--- config.mk ---
export PLATFORM = sky130hd
export DESIGN_NAME = eqser_sync_gen
export DESIGN_NICKNAME = d
export VERILOG_FILES = /design/src/rtl/eqser_pkg.sv /design/src/rtl/eqser_phase.sv /design/src/rtl/eqser_shape.sv /design/src/rtl/eqser_band.sv /design/src/rtl/eqser_sync_gen.sv
export SDC_FILE = /design/constraint.sdc
export NUM_CORES = 1
export LEC_CHECK = 0
export BUFFER_PORTS_ARGS = -buffer_cell sky130_fd_sc_hd__buf_2
export CAP_MARGIN = 25
export CELL_PAD_IN_SITES_DETAIL_PLACEMENT = 0
export CELL_PAD_IN_SITES_GLOBAL_PLACEMENT = 1
export CORE_MARGIN = 4
export CORE_UTILIZATION = 41
export CTS_CLUSTER_DIAMETER = 150
export DETAILED_ROUTE_END_ITERATION = 12
export GPL_TIMING_DRIVEN = 0
export PLACE_DENSITY = 0.89
export SYNTH_ARGS = -nofsm -noshare
export SYNTH_HDL_FRONTEND = slang
export SYNTH_SLANG_ARGS = --single-unit
--- constraint.sdc ---
create_clock -name clk -period 2 [get_ports clk]
set_clock_uncertainty 0.2 [all_clocks]
set_input_delay 0.4 -clock clk [delete_from_list [all_inputs] [get_ports clk]]
set_output_delay 0.4 -clock clk [all_outputs]
set_load 0.02 [all_outputs]
--- src/rtl/eqser_pkg.sv ---
package eqser_pkg;
   typedef enum logic [1:0] {
      MODE_IL_DBL  = 2'b00,
      MODE_NI_DBL  = 2'b01,
      MODE_BAD     = 2'b10,
      MODE_NI_SGL  = 2'b11
   } eqser_mode_e;

   function automatic logic mode_is_double(input logic [1:0] m);
      return (m == MODE_IL_DBL) || (m == MODE_NI_DBL);
   endfunction
endpackage

--- src/rtl/eqser_phase.sv ---
module eqser_phase #(
   parameter int W = 12
) (
   input  logic [W-1:0] hcnt,
   input  logic [W-1:0] line_total,
   input  logic         dbl,
   output logic [W-1:0] pos,
   output logic [W-1:0] seglen
);
   logic [W-1:0] half;
   logic         upper;

   always_comb begin
      half  = line_total >> 1;
      upper = dbl && (hcnt >= half);
      if (!dbl) begin
         pos    = hcnt;
         seglen = line_total;
      end else if (upper) begin
         pos    = hcnt - half;
         seglen = line_total - half;
      end else begin
         pos    = hcnt;
         seglen = half;
      end
   end
endmodule

--- src/rtl/eqser_shape.sv ---
module eqser_shape #(
   parameter int W = 12
) (
   input  logic [W-1:0] pos,
   input  logic [W-1:0] seglen,
   input  logic [W-1:0] eq_width,
   input  logic [W-1:0] ser_width,
   input  logic         serr,
   output logic         pulse
);
   logic [W-1:0] keep;

   always_comb begin
      keep  = (ser_width >= seglen) ? '0 : (seglen - ser_width);
      pulse = serr ? (pos < keep) : (pos < eq_width);
   end
endmodule

--- src/rtl/eqser_band.sv ---
module eqser_band #(
   parameter int W = 12
) (
   input  logic [W-1:0] vcnt,
   input  logic [W-1:0] band_first,
   input  logic [W-1:0] band_last,
   output logic         in_band
);
   assign in_band = (vcnt >= band_first) && (vcnt <= band_last);
endmodule

--- src/rtl/eqser_sync_gen.sv ---
module eqser_sync_gen
   import eqser_pkg::*;
#(
   parameter int W       = 12,
   parameter bit REG_OUT = 1'b1
) (
   input  logic         clk,
   input  logic         rst_n,
   input  logic [W-1:0] hcnt,
   input  logic [W-1:0] vcnt,
   input  logic [W-1:0] line_total,
   input  logic [1:0]   mode,
   input  logic         eqser_dis,
   input  logic [W-1:0] eq_width,
   input  logic [W-1:0] ser_width,
   input  logic [W-1:0] band_first,
   input  logic [W-1:0] band_last,
   input  logic         hsync_in,
   input  logic         vsync_in,
   output logic         csync,
   output logic         mode_err
);
   localparam int MIN_W = 4;

   if (W < MIN_W) begin : g_bad_width
      $error("eqser_sync_gen: W must be at least %0d", MIN_W);
   end

   logic         dbl;
   logic [W-1:0] pos;
   logic [W-1:0] seglen;
   logic         pulse;
   logic         in_band;
   logic         sync_next;
   logic         err_q;

   assign dbl = mode_is_double(mode);

   eqser_phase #(.W(W)) u_phase (
      .hcnt       (hcnt),
      .line_total (line_total),
      .dbl        (dbl),
      .pos        (pos),
      .seglen     (seglen)
   );

   eqser_shape #(.W(W)) u_shape (
      .pos        (pos),
      .seglen     (seglen),
      .eq_width   (eq_width),
      .ser_width  (ser_width),
      .serr       (vsync_in),
      .pulse      (pulse)
   );

   eqser_band #(.W(W)) u_band (
      .vcnt       (vcnt),
      .band_first (band_first),
      .band_last  (band_last),
      .in_band    (in_band)
   );

   always_comb begin
      if (!eqser_dis && in_band) sync_next = pulse;
      else                       sync_next = hsync_in | vsync_in;
   end

   always_ff @(posedge clk or negedge rst_n) begin
      if (!rst_n)                 err_q <= 1'b0;
      else if (mode == MODE_BAD)  err_q <= 1'b1;
   end
   assign mode_err = err_q;

   if (REG_OUT) begin : g_reg_out
      logic sync_q;
      always_ff @(posedge clk or negedge rst_n) begin
         if (!rst_n) sync_q <= 1'b0;
         else        sync_q <= sync_next;
      end
      assign csync = sync_q;
   end else begin : g_comb_out
      assign csync = sync_next;
   end
endmodule

==> results of run 1 <==
-- cells in the mapped netlist, types with 7 or more instances --
cell and number:
a211oi_1 15, a21o_1 12, a21oi_1 28, ha_1 80
inv_1 66, nand2_1 37, nand3_1 12, nand4_1 10
nor2_1 30, nor3_1 16, o211ai_1 7, o21ai_0 33
xnor2_1 15, xor2_1 9
-- per-stage QoR --
step                      instances  setup WS (ns)
after floorplan                 451         -3.015
after global placement          642         -3.645
after detailed placement        642         -3.713
after CTS                       660         -3.079
after global routing            665         -3.431
final                           665         -3.159
-- cells by family after synthesis --
group	count (synthesis)
compound gates	132
xor+xnor	24
mux	2
flops	2
buf+inv	74
fa+ha+maj	83
simple gates	134
-- power breakdown --
part	internal, W	total, W	switching [W]
Clock	0.000128	0.000162	0.0000345
Combinational	0.000708	0.00151	0.000798
Sequential	0.0000431	0.0000434	0.000000353
-- state kept, by name, summed over array words and instances (netlist names) --
register,flops
csync,1
mode_err,1
-- final cells by class --
class | instances | area share, %
buffer | 8 | 1.107
sequential | 2 | 1.197
tap | 99 | 2.963
clock buffer | 3 | 0.9877
timing repair buffer | 111 | 15.00
inverter | 66 | 6.315
multi-input combinational | 376 | 72.43
-- repair_timing --
| action | CTS | global route |
|---|---|---|
| hold buffers | 1 | 0 |
| gates cloned | 1 | 0 |
| buffers inserted | 13 | 5 |
| gates resized for setup | 19 | 17 |
| pin swaps | 27 | 21 |
| endpoints found under the setup margin | 1 | 1 |
| endpoints found under the hold margin | 2 | 0 |
-- per-layer routing --
metal	wire length, microns	vias up	GRT usage (%)
met4	138	0	3.673
met1	4212	1572	26.06
met3	566	13	1.486
met5	0	-	0
li1	-	1877	-
met2	4306	97	35.78
-- critical path, stage by stage --
cell and delay, ns:
buf_12 0.11, inv_12 0.04, ha_4 0.12, inv_2 0.03
fa_2 0.33, a21o_1 0.23, a2111oi_4 0.38, o21a_1 0.21
buf_4 0.19, nor2_1 0.06, a211oi_1 0.21, a21oi_1 0.10
ha_2 0.32, or3_1 0.32, o21ai_0 0.17, a211oi_2 0.10
nor3_1 0.23, nor3_1 0.08, nand3b_1 0.18, ha_1 0.31
nand4_1 0.09, nor3_2 0.23, nand3_1 0.09, and4b_1 0.19
a31oi_1 0.21, mux2i_1 0.09
-- path summary, 6_finish.rpt --
kind                           from  cells after the start       end  slack, ns
max                         hcnt[0]                     26     csync      -3.16
min                         mode[0]                      2  mode_err       0.17
max reg2reg                mode_err                      1  mode_err       1.16
min reg2reg                mode_err                      1  mode_err       0.27
max in group asynchronous     rst_n                      2  mode_err       1.20
min in group asynchronous     rst_n                      2     csync       0.31
==> results.yml, run 1 <==
synth:
  yosys-mux-area-fraction_pct: 0.6746
  synth_xor_xnor_area_share_pct: 6.667
  async_reset_ff_share_pct: 100.0
  seq_area_frac_synth_pct: 1.587
  synth-seq-cells: 2
  synth_top_family_by_area: "adder cells"
  synth_edf_count: 0
  yosys-top-cells-area: "ha_1 32%, inv_1 7.9%, o21ai_0 5.2%"
  netlist_area_sq_um: 3153
  synth.avg_cell_area_sq_um: 6.991
  synth_fa_ha_area_share_pct: 33.65
  synth_compound_area_share_pct: 27.74
  syn_inst: 451
  synth_fp_nets: 625
  ys_dominant_reg_cell: "dfrtp_1"
  yosysTopAreaCell: "ha_1"
  synth_top_area_share_pct: 31.75
  synthSimpleGateAreaFrac_pct: 20.63
  yosys.cell_types.count: 53
  ys_warn_count: 0
routing:
  remaining_drc_errors: 0
  vias_per_cell: 5.352
  wl_per_cell_microns: 13.87
  drt-initial-drc-count: 123
  wl_microns: 9223
  via_count: 3559
  drtPass1Iterations: 4
  ant_nets: 0
cts:
  cts_root_buf: "clkbuf_8"
  clock_sink_count: 2
  cts_max_level: 1
  cts_buffer_depth: 2
  cts_buffers: 3
  clk_latency_ns: 0.21
  tritoncts: "yes"
  path_clk_slew_ns: 0.03
global_routing:
  grt_pass1_vias: 3324
  grt_usage_pct: 19.89
  grt.overflow.total: 0
  antenna_found_initial: 0
  grt_pass1_wl_microns: 14720
  grt_max_degree: 11
critical_path:
  critPathMaxFanout: 10
  arrival_ns: 5.04
  critical_path_required_ns: 1.88
  critPathKind: "primary input to flop"
  critPathCaptureType: "flop"
  cp-start-kind: "primary input"
floorplanning:
  rows: 31
  die_x_microns: 95.70
  die_h_microns: 95.70
  ios: 93
  core_sq_um: 7370
  initial_utilization_pct: 42.78
  die-area_sq_um: 9158
finish:
  ff_latch_area_sq_um: 50.05
  final_common_cell: "buf_2"
  stdcell_area_sq_um: 4180
  fillers: 749
  area_growth_pct: 32.58
  diodes: 0
  final_cell_mix: "94 x buf_2, 73 x ha_1, 63 x inv_1, 35 x nand2_1"
  drive_above_1_share_pct: 28.09
  multi_input_area_sq_um: 3028
  final_core_util_pct: 56.72
  fin_nets: 742
sta:
  rsz0062_at_grt: "yes"
  fmax_mhz: 193.9
  post-route-period-util_pct: 257.9
  fin_ws_ns: -3.159
  setup_viol: 1
  relSlewSlack_pct: 59.34
  tightest_slew_ns: 0.6099
  finalWorstPathRequiredPeriod_ns: 5.159
  maxSlewViolCount: 0
  hold_viol_final: 0
  hold_slack_ns: 0.1688
  finalSetupTns_ns: -3.159
pwr:
  p_leak_nw: 2.145
  powerDensity_nw_per_um2: 409.3
  peakVddDrop_mv: 0.2143
  p_total_w: 0.001711
place:
  numPortBuffers: 92
  placed_area_sq_um: 3830
  dp_hpwl_microns: 7833
  place_congestion: 0.8707
run_status:
  outcome: "finished with violations"
  violations: "setup timing"
min_path:
  min_path_type: "primary input to flop"
flow_run:
  drv_cap: 0
No activity file was read; power rests on OpenSTA's default activity.
==> inputs of run 2 (changes only) <==
--- a/config.mk
+++ b/config.mk
@@ -5,16 +5,17 @@
 export SDC_FILE = /design/constraint.sdc
 export NUM_CORES = 1
 export LEC_CHECK = 0
+export ABC_AREA = 1
 export BUFFER_PORTS_ARGS = -buffer_cell sky130_fd_sc_hd__buf_2
 export CAP_MARGIN = 25
 export CELL_PAD_IN_SITES_DETAIL_PLACEMENT = 0
 export CELL_PAD_IN_SITES_GLOBAL_PLACEMENT = 1
 export CORE_MARGIN = 4
-export CORE_UTILIZATION = 41
+export CORE_UTILIZATION = 39
 export CTS_CLUSTER_DIAMETER = 150
 export DETAILED_ROUTE_END_ITERATION = 12
 export GPL_TIMING_DRIVEN = 0
-export PLACE_DENSITY = 0.89
+export PLACE_DENSITY = 0.88
 export SYNTH_ARGS = -nofsm -noshare
 export SYNTH_HDL_FRONTEND = slang
 export SYNTH_SLANG_ARGS = --single-unit
==> results.yml, run 2 <==
run_status:
  outcome: "finished with violations"
  violations: "setup timing"
floorplanning:
  ios: 93
  die_x_microns: 98.34
  rows: 32
  initial_utilization_pct: 40.56
  core_sq_um: 7848
  die_h_microns: 98.34
  die-area_sq_um: 9671
critical_path:
  critPathKind: "primary input to flop"
  crit_path_max_incr_delay_ns: 0.38
  critPathCaptureType: "flop"
  arrival_ns: 4.29
  critical_path_required_ns: 1.88
  critPathMaxFanout: 5
  critical-path-top-cell-by-count: "nand2_1"
  cp-start-kind: "primary input"
  cp_slowest_cell: "ha_1"
sta:
  maxSlewViolCount: 0
  setup_viol: 1
  rsz0062_at_grt: "yes"
  post-route-period-util_pct: 220.4
  finalWorstPathRequiredPeriod_ns: 4.407
  hold_slack_ns: 0.1809
  relSlewSlack_pct: 53.02
  tightest_slew_ns: 0.6974
  fin_ws_ns: -2.407
  finalSetupTns_ns: -2.407
  hold_viol_final: 0
  fmax_mhz: 226.9
synth:
  synth_compound_area_share_pct: 23.00
  yosys.cell_types.count: 35
  synth_top_area_share_pct: 31.45
  synth_commonest_cells: "112 x inv_1, 103 x nand2_1, 80 x ha_1"
  synth_fp_nets: 703
  ys_warn_count: 0
  yosys-mux-area-fraction_pct: 0
  synth.avg_cell_area_sq_um: 6.017
  synthSimpleGateAreaFrac_pct: 23.19
  synth_top_family_by_area: "adder cells"
  seq_area_frac_synth_pct: 1.572
  synth_xor_xnor_area_share_pct: 4.678
  yosysTopAreaCell: "ha_1"
  synth_most_common_cell: "inv_1"
  synth-seq-cells: 2
  synth_fa_ha_area_share_pct: 33.33
  netlist_area_sq_um: 3183
  syn_inst: 529
  async_reset_ff_share_pct: 100.0
  ys_dominant_reg_cell: "dfrtp_1"
  yosys-top-cells-area: "ha_1 31%, inv_1 13%, nand2_1 12%"
  synth_edf_count: 0
pwr:
  combPwrFrac_pct: 88.8
  sequentialPowerShare_pct: 2.4
  internal_power_w: 0.0008914
  clkPwrFrac_pct: 8.7
  switchingPower_w: 0.0008974
  p_leak_nw: 2.451
  sw_frac_of_total_pct: 50.17
  peakVddDrop_mv: 0.1886
  powerDensity_nw_per_um2: 404.3
global_routing:
  grt_pass1_vias: 3709
  grt_max_degree: 11
  grt.overflow.total: 0
  grt_pass1_wl_microns: 16390
  grt_usage_pct: 19.85
  antenna_found_initial: 0
finish:
  area_growth_pct: 38.99
  final_common_cell: "inv_1"
  fin_cells: 751
  fillers: 817
  fin_nets: 825
  drive_above_1_share_pct: 30.05
  final_cell_mix: "103 x inv_1, 99 x nand2_1, 88 x buf_2, 64 x ha_1, 52 x a21oi_1"
  diodes: 0
cts:
  cts_buffer_depth: 2
  cts_max_level: 1
  clk_latency_ns: 0.21
  clock_sink_count: 2
  path_clk_slew_ns: 0.03
  cts_buffers: 3
  cts_root_buf: "clkbuf_8"
  tritoncts: "yes"
min_path:
  min_path_type: "primary input to flop"
routing:
  ant_nets: 0
  remaining_drc_errors: 0
  drtPass1Iterations: 5
  wl_microns: 9846
  via_count: 3805
  wl_per_cell_microns: 13.11
  vias_per_cell: 5.067
  drt-initial-drc-count: 117
place:
  numPortBuffers: 91
  place_congestion: 0.9149
  dp.cells: 722
  dp_hpwl_microns: 8350
  place_ws_ns: -3.076
flow_run:
  drv_cap: 0
-- run 2: cell types whose count changed in the layout (fill, tap and decap cells not counted), sizes merged, moves of 5 or more --
cell and change:
a21o -7, nand2 +69, inv +48, or2 +7
o21a -5, xnor2 -8, nand3 +11, o211ai -6
nor2b -6, a21oi +37, or3 -5, a211oi -12
nor3 -12, nand4 -5
-- run 2: power groups by stage --
stage,registers [W],clock network (W),logic [W]
after floorplan,0.0000474,0,0.000974
after CTS,0.0000436,0.000161,0.00153
after global placement,0.0000439,0,0.00129
after detailed placement,0.0000439,0,0.00133
after global routing,0.0000437,0.000165,0.00181
final,0.0000435,0.000156,0.00159
-- run 2: cell families after synthesis --
family | Yosys count
buffers and inverters | 120
and+or+nand+nor | 175
xor gates and xnor gates | 17
AOI/OAI and AO/OA | 132
DFF | 2
adders and majority gates | 83
-- run 2: worst paths after layout --
kind | startpoint | end | slack (ns) | cells past startpoint
min in group asynchronous | rst_n | mode_err | 0.32 | 2
worst min-delay path | mode[0] | mode_err | 0.18 | 2
worst max-delay path | hcnt[0] | csync | -2.41 | 35
max in group asynchronous | rst_n | csync | 1.18 | 2
worst min register to register | mode_err | mode_err | 0.26 | 1
worst max register to register | mode_err | mode_err | 1.16 | 1
-- run 2: metal layers --
metal  vias up  track usage (%)  share of wire (%)
met3         4            2.214                5.6
met1      1690            25.88                 46
met2       107            35.99                 48
met5         -                0                  0
li1       2004                -                  -
met4         0            2.416               0.75
-- run 2: cell type report --
type	instances	area, sq um	area share (%)
multi-input cells	407	3048	68.89
repair buffers	117	675.6	15.27
inverters	114	434.2	9.813
well taps	102	127.6	2.885
flip-flops and latches	2	50.05	1.131
plain buffers	6	47.55	1.075
clock buffers	3	41.29	0.9333
-- run 2: through the flow --
stage | utilization [%] | instance area [sq um] | power (W)
6_report | 56.38 | 4424 | 0.001789
5_1_grt | 56.38 | 4424 | 0.002015
4_1_cts | 55.80 | 4379 | 0.001736
3_5_place_dp | 49.38 | 3875 | 0.001378
3_3_place_gp | 49.38 | 3875 | 0.001335
2_1_floorplan | - | 3292 | 0.001021
-- run 2: critical path, delay by kind of cell --
family / cells / cell delay, ns
and+or+nand+nor: 16 / 1.20
adders and majority gates: 4 / 1.17
AOI/OAI and AO/OA: 10 / 1.12
buffers and inverters: 5 / 0.39
-- run 2: timing repair --
action                                 in CTS  in global routing
buffers inserted                           22                  1
pin swaps                                  31                  2
gates resized for setup                    57                  8
setup endpoints to repair                   1                  1
cloned                                      2                  0
endpoints found under the hold margin       2                  0
hold buffers                                1                  0
==> inputs of run 3 (changes only) <==
--- a/config.mk
+++ b/config.mk
@@ -11,11 +11,11 @@
 export CELL_PAD_IN_SITES_DETAIL_PLACEMENT = 0
 export CELL_PAD_IN_SITES_GLOBAL_PLACEMENT = 1
 export CORE_MARGIN = 4
-export CORE_UTILIZATION = 39
+export CORE_UTILIZATION = 33
 export CTS_CLUSTER_DIAMETER = 150
 export DETAILED_ROUTE_END_ITERATION = 12
 export GPL_TIMING_DRIVEN = 0
-export PLACE_DENSITY = 0.88
+export PLACE_DENSITY = 0.79
 export SYNTH_ARGS = -nofsm -noshare
 export SYNTH_HDL_FRONTEND = slang
 export SYNTH_SLANG_ARGS = --single-unit
==> constraint.sdc (replaced) <==
create_clock -name clk -period 3.7 [get_ports clk]
set_clock_uncertainty 0.2 [all_clocks]
set_input_delay 0.74 -clock clk [delete_from_list [all_inputs] [get_ports clk]]
set_output_delay 0.74 -clock clk [all_outputs]
set_load 0.02 [all_outputs]
==> results.yml, run 3 (synthesis results as in run 2) <==
sta:
  maxSlewViolCount: 0
  tightest_slew_ns: 0.6582
  hold_viol_final: 0
  rsz0062_at_grt: "yes"
  setup_viol: 1
  fin_ws_ns: -1.073
  post-route-period-util_pct: 129.0
  fmax_mhz: 209.5
  relSlewSlack_pct: 55.66
  finalWorstPathRequiredPeriod_ns: 4.773
  hold_slack_ns: 0.1142
floorplanning:
  ios: 93
  die_h_microns: 106.2
  initial_utilization_pct: 34.12
  die-area_sq_um: 11280
  die_x_microns: 106.2
  rows: 35
  core_sq_um: 9328
critical_path:
  arrival_ns: 4.71
  cp_slowest_cell: "fa_2"
  critical_path_required_ns: 3.64
  crit_path_max_incr_delay_ns: 0.36
  critPathCaptureType: "flop"
  cp-start-kind: "primary input"
  critPathMaxFanout: 9
  critical-path-top-cell-by-count: "nand2_1"
  critPathKind: "primary input to flop"
min_path:
  min_path_type: "primary input to async pin"
global_routing:
  grt_max_degree: 11
  grt_pass1_wl_microns: 16190
  grt_usage_pct: 17.15
  grt_pass1_vias: 3608
  antenna_found_initial: 0
  grt.overflow.total: 0
place:
  dp_hpwl_microns: 8514
  numPortBuffers: 91
  place_congestion: 0.8744
finish:
  area_growth_pct: 39.54
  multi_input_area_sq_um: 3059
  fin_nets: 822
  ff_latch_area_sq_um: 50.05
  final_cell_mix: "103 x inv_1, 98 x nand2_1, 89 x buf_2, 63 x ha_1, 52 x a21oi_1"
  final_common_cell: "inv_1"
  drive_above_1_share_pct: 30.19
  diodes: 0
  fillers: 1019
run_status:
  violations: "setup timing"
  outcome: "finished with violations"
routing:
  drt-initial-drc-count: 107
  ant_nets: 0
  remaining_drc_errors: 0
  wl_per_cell_microns: 12.99
  wl_microns: 10070
  via_count: 3689
  drtPass1Iterations: 4
  vias_per_cell: 4.760
cts:
  cts_max_level: 1
  clock_sink_count: 2
  clk_latency_ns: 0.21
  cts_buffer_depth: 2
  cts_buffers: 3
  cts_root_buf: "clkbuf_8"
  tritoncts: "yes"
  path_clk_slew_ns: 0.03
pwr:
  peakVddDrop_mv: 0.1068
  p_total_w: 0.0009751
  p_leak_nw: 2.433
  powerDensity_nw_per_um2: 219.5
flow_run:
  drv_cap: 0
[run 3: cell types whose count changed in the layout (fill, tap and decap cells not counted), sizes merged]
cell / before / now
dlygate4sd3: 1 / 0
clkbuf: 9 / 7
[run 3: layout make-up]
type,count,area share [%]
tap,129,3.634
multi-input combinational,407,68.87
timing repair buffer,114,14.59
clock buffer,3,0.9296
inverter,114,9.775
buffer,6,1.070
sequential,2,1.127
[run 3: repair_timing]
action / 4_1_cts / 5_1_grt
hold buffers: 0 / 0
endpoints found under the setup margin: 1 / 1
pin swaps: 34 / 7
buffers inserted: 18 / 4
resized for setup: 60 / 10
endpoints found under the hold margin: 0 / 0
gates cloned: 1 / 0
[run 3: report_power, final]
group	internal [W]	leakage, nW	switching (W)
clock	0.0000686	0.0216	0.0000152
sequential	0.0000233	0.0194	0.000000199
combinational	0.000395	2.39	0.000473
[run 3: final timing paths]
kind | slack [ns] | cells past startpoint | start | endpoint
min in group clk | 0.27 | 1 | mode_err | mode_err
min | 0.11 | 1 | rst_n | csync
max | -1.07 | 35 | hcnt[0] | csync
max reg2reg | 2.85 | 1 | mode_err | mode_err
max in group asynchronous | 3.09 | 1 | rst_n | mode_err
min reg2reg | 0.27 | 1 | mode_err | mode_err
[run 3: worst max-delay path: cells and delay by family]
kind,cells,cell delay [ns]
buffers and inverters,8,0.74
AO/OA/AOI/OAI,4,0.49
AND/OR/NAND/NOR,19,1.59
adder cells (fa/ha/maj),4,1.16
[run 3: per-stage QoR]
step | setup TNS [ns] | util, % | setup slack (ns) | instance area (sq um) | instances
after floorplan | -0.8256 | - | -0.8256 | 3292 | 529
after global placement | -1.727 | 41.90 | -1.727 | 3909 | 749
after detailed placement | -1.774 | 41.90 | -1.774 | 3909 | 749
after CTS | -1.020 | 46.69 | -1.020 | 4355 | 771
after global routing | -1.350 | 47.62 | -1.350 | 4442 | 775
final | -1.073 | 47.62 | -1.073 | 4442 | 775
[run 3: metal layers]
layer	track usage [%]	up-vias	part of all wire [%]
met1	22.73	1595	47
met2	29.64	88	46
li1	-	1994	-
met4	5.458	0	2.2
met3	0.9715	12	4.3
met5	0	-	0
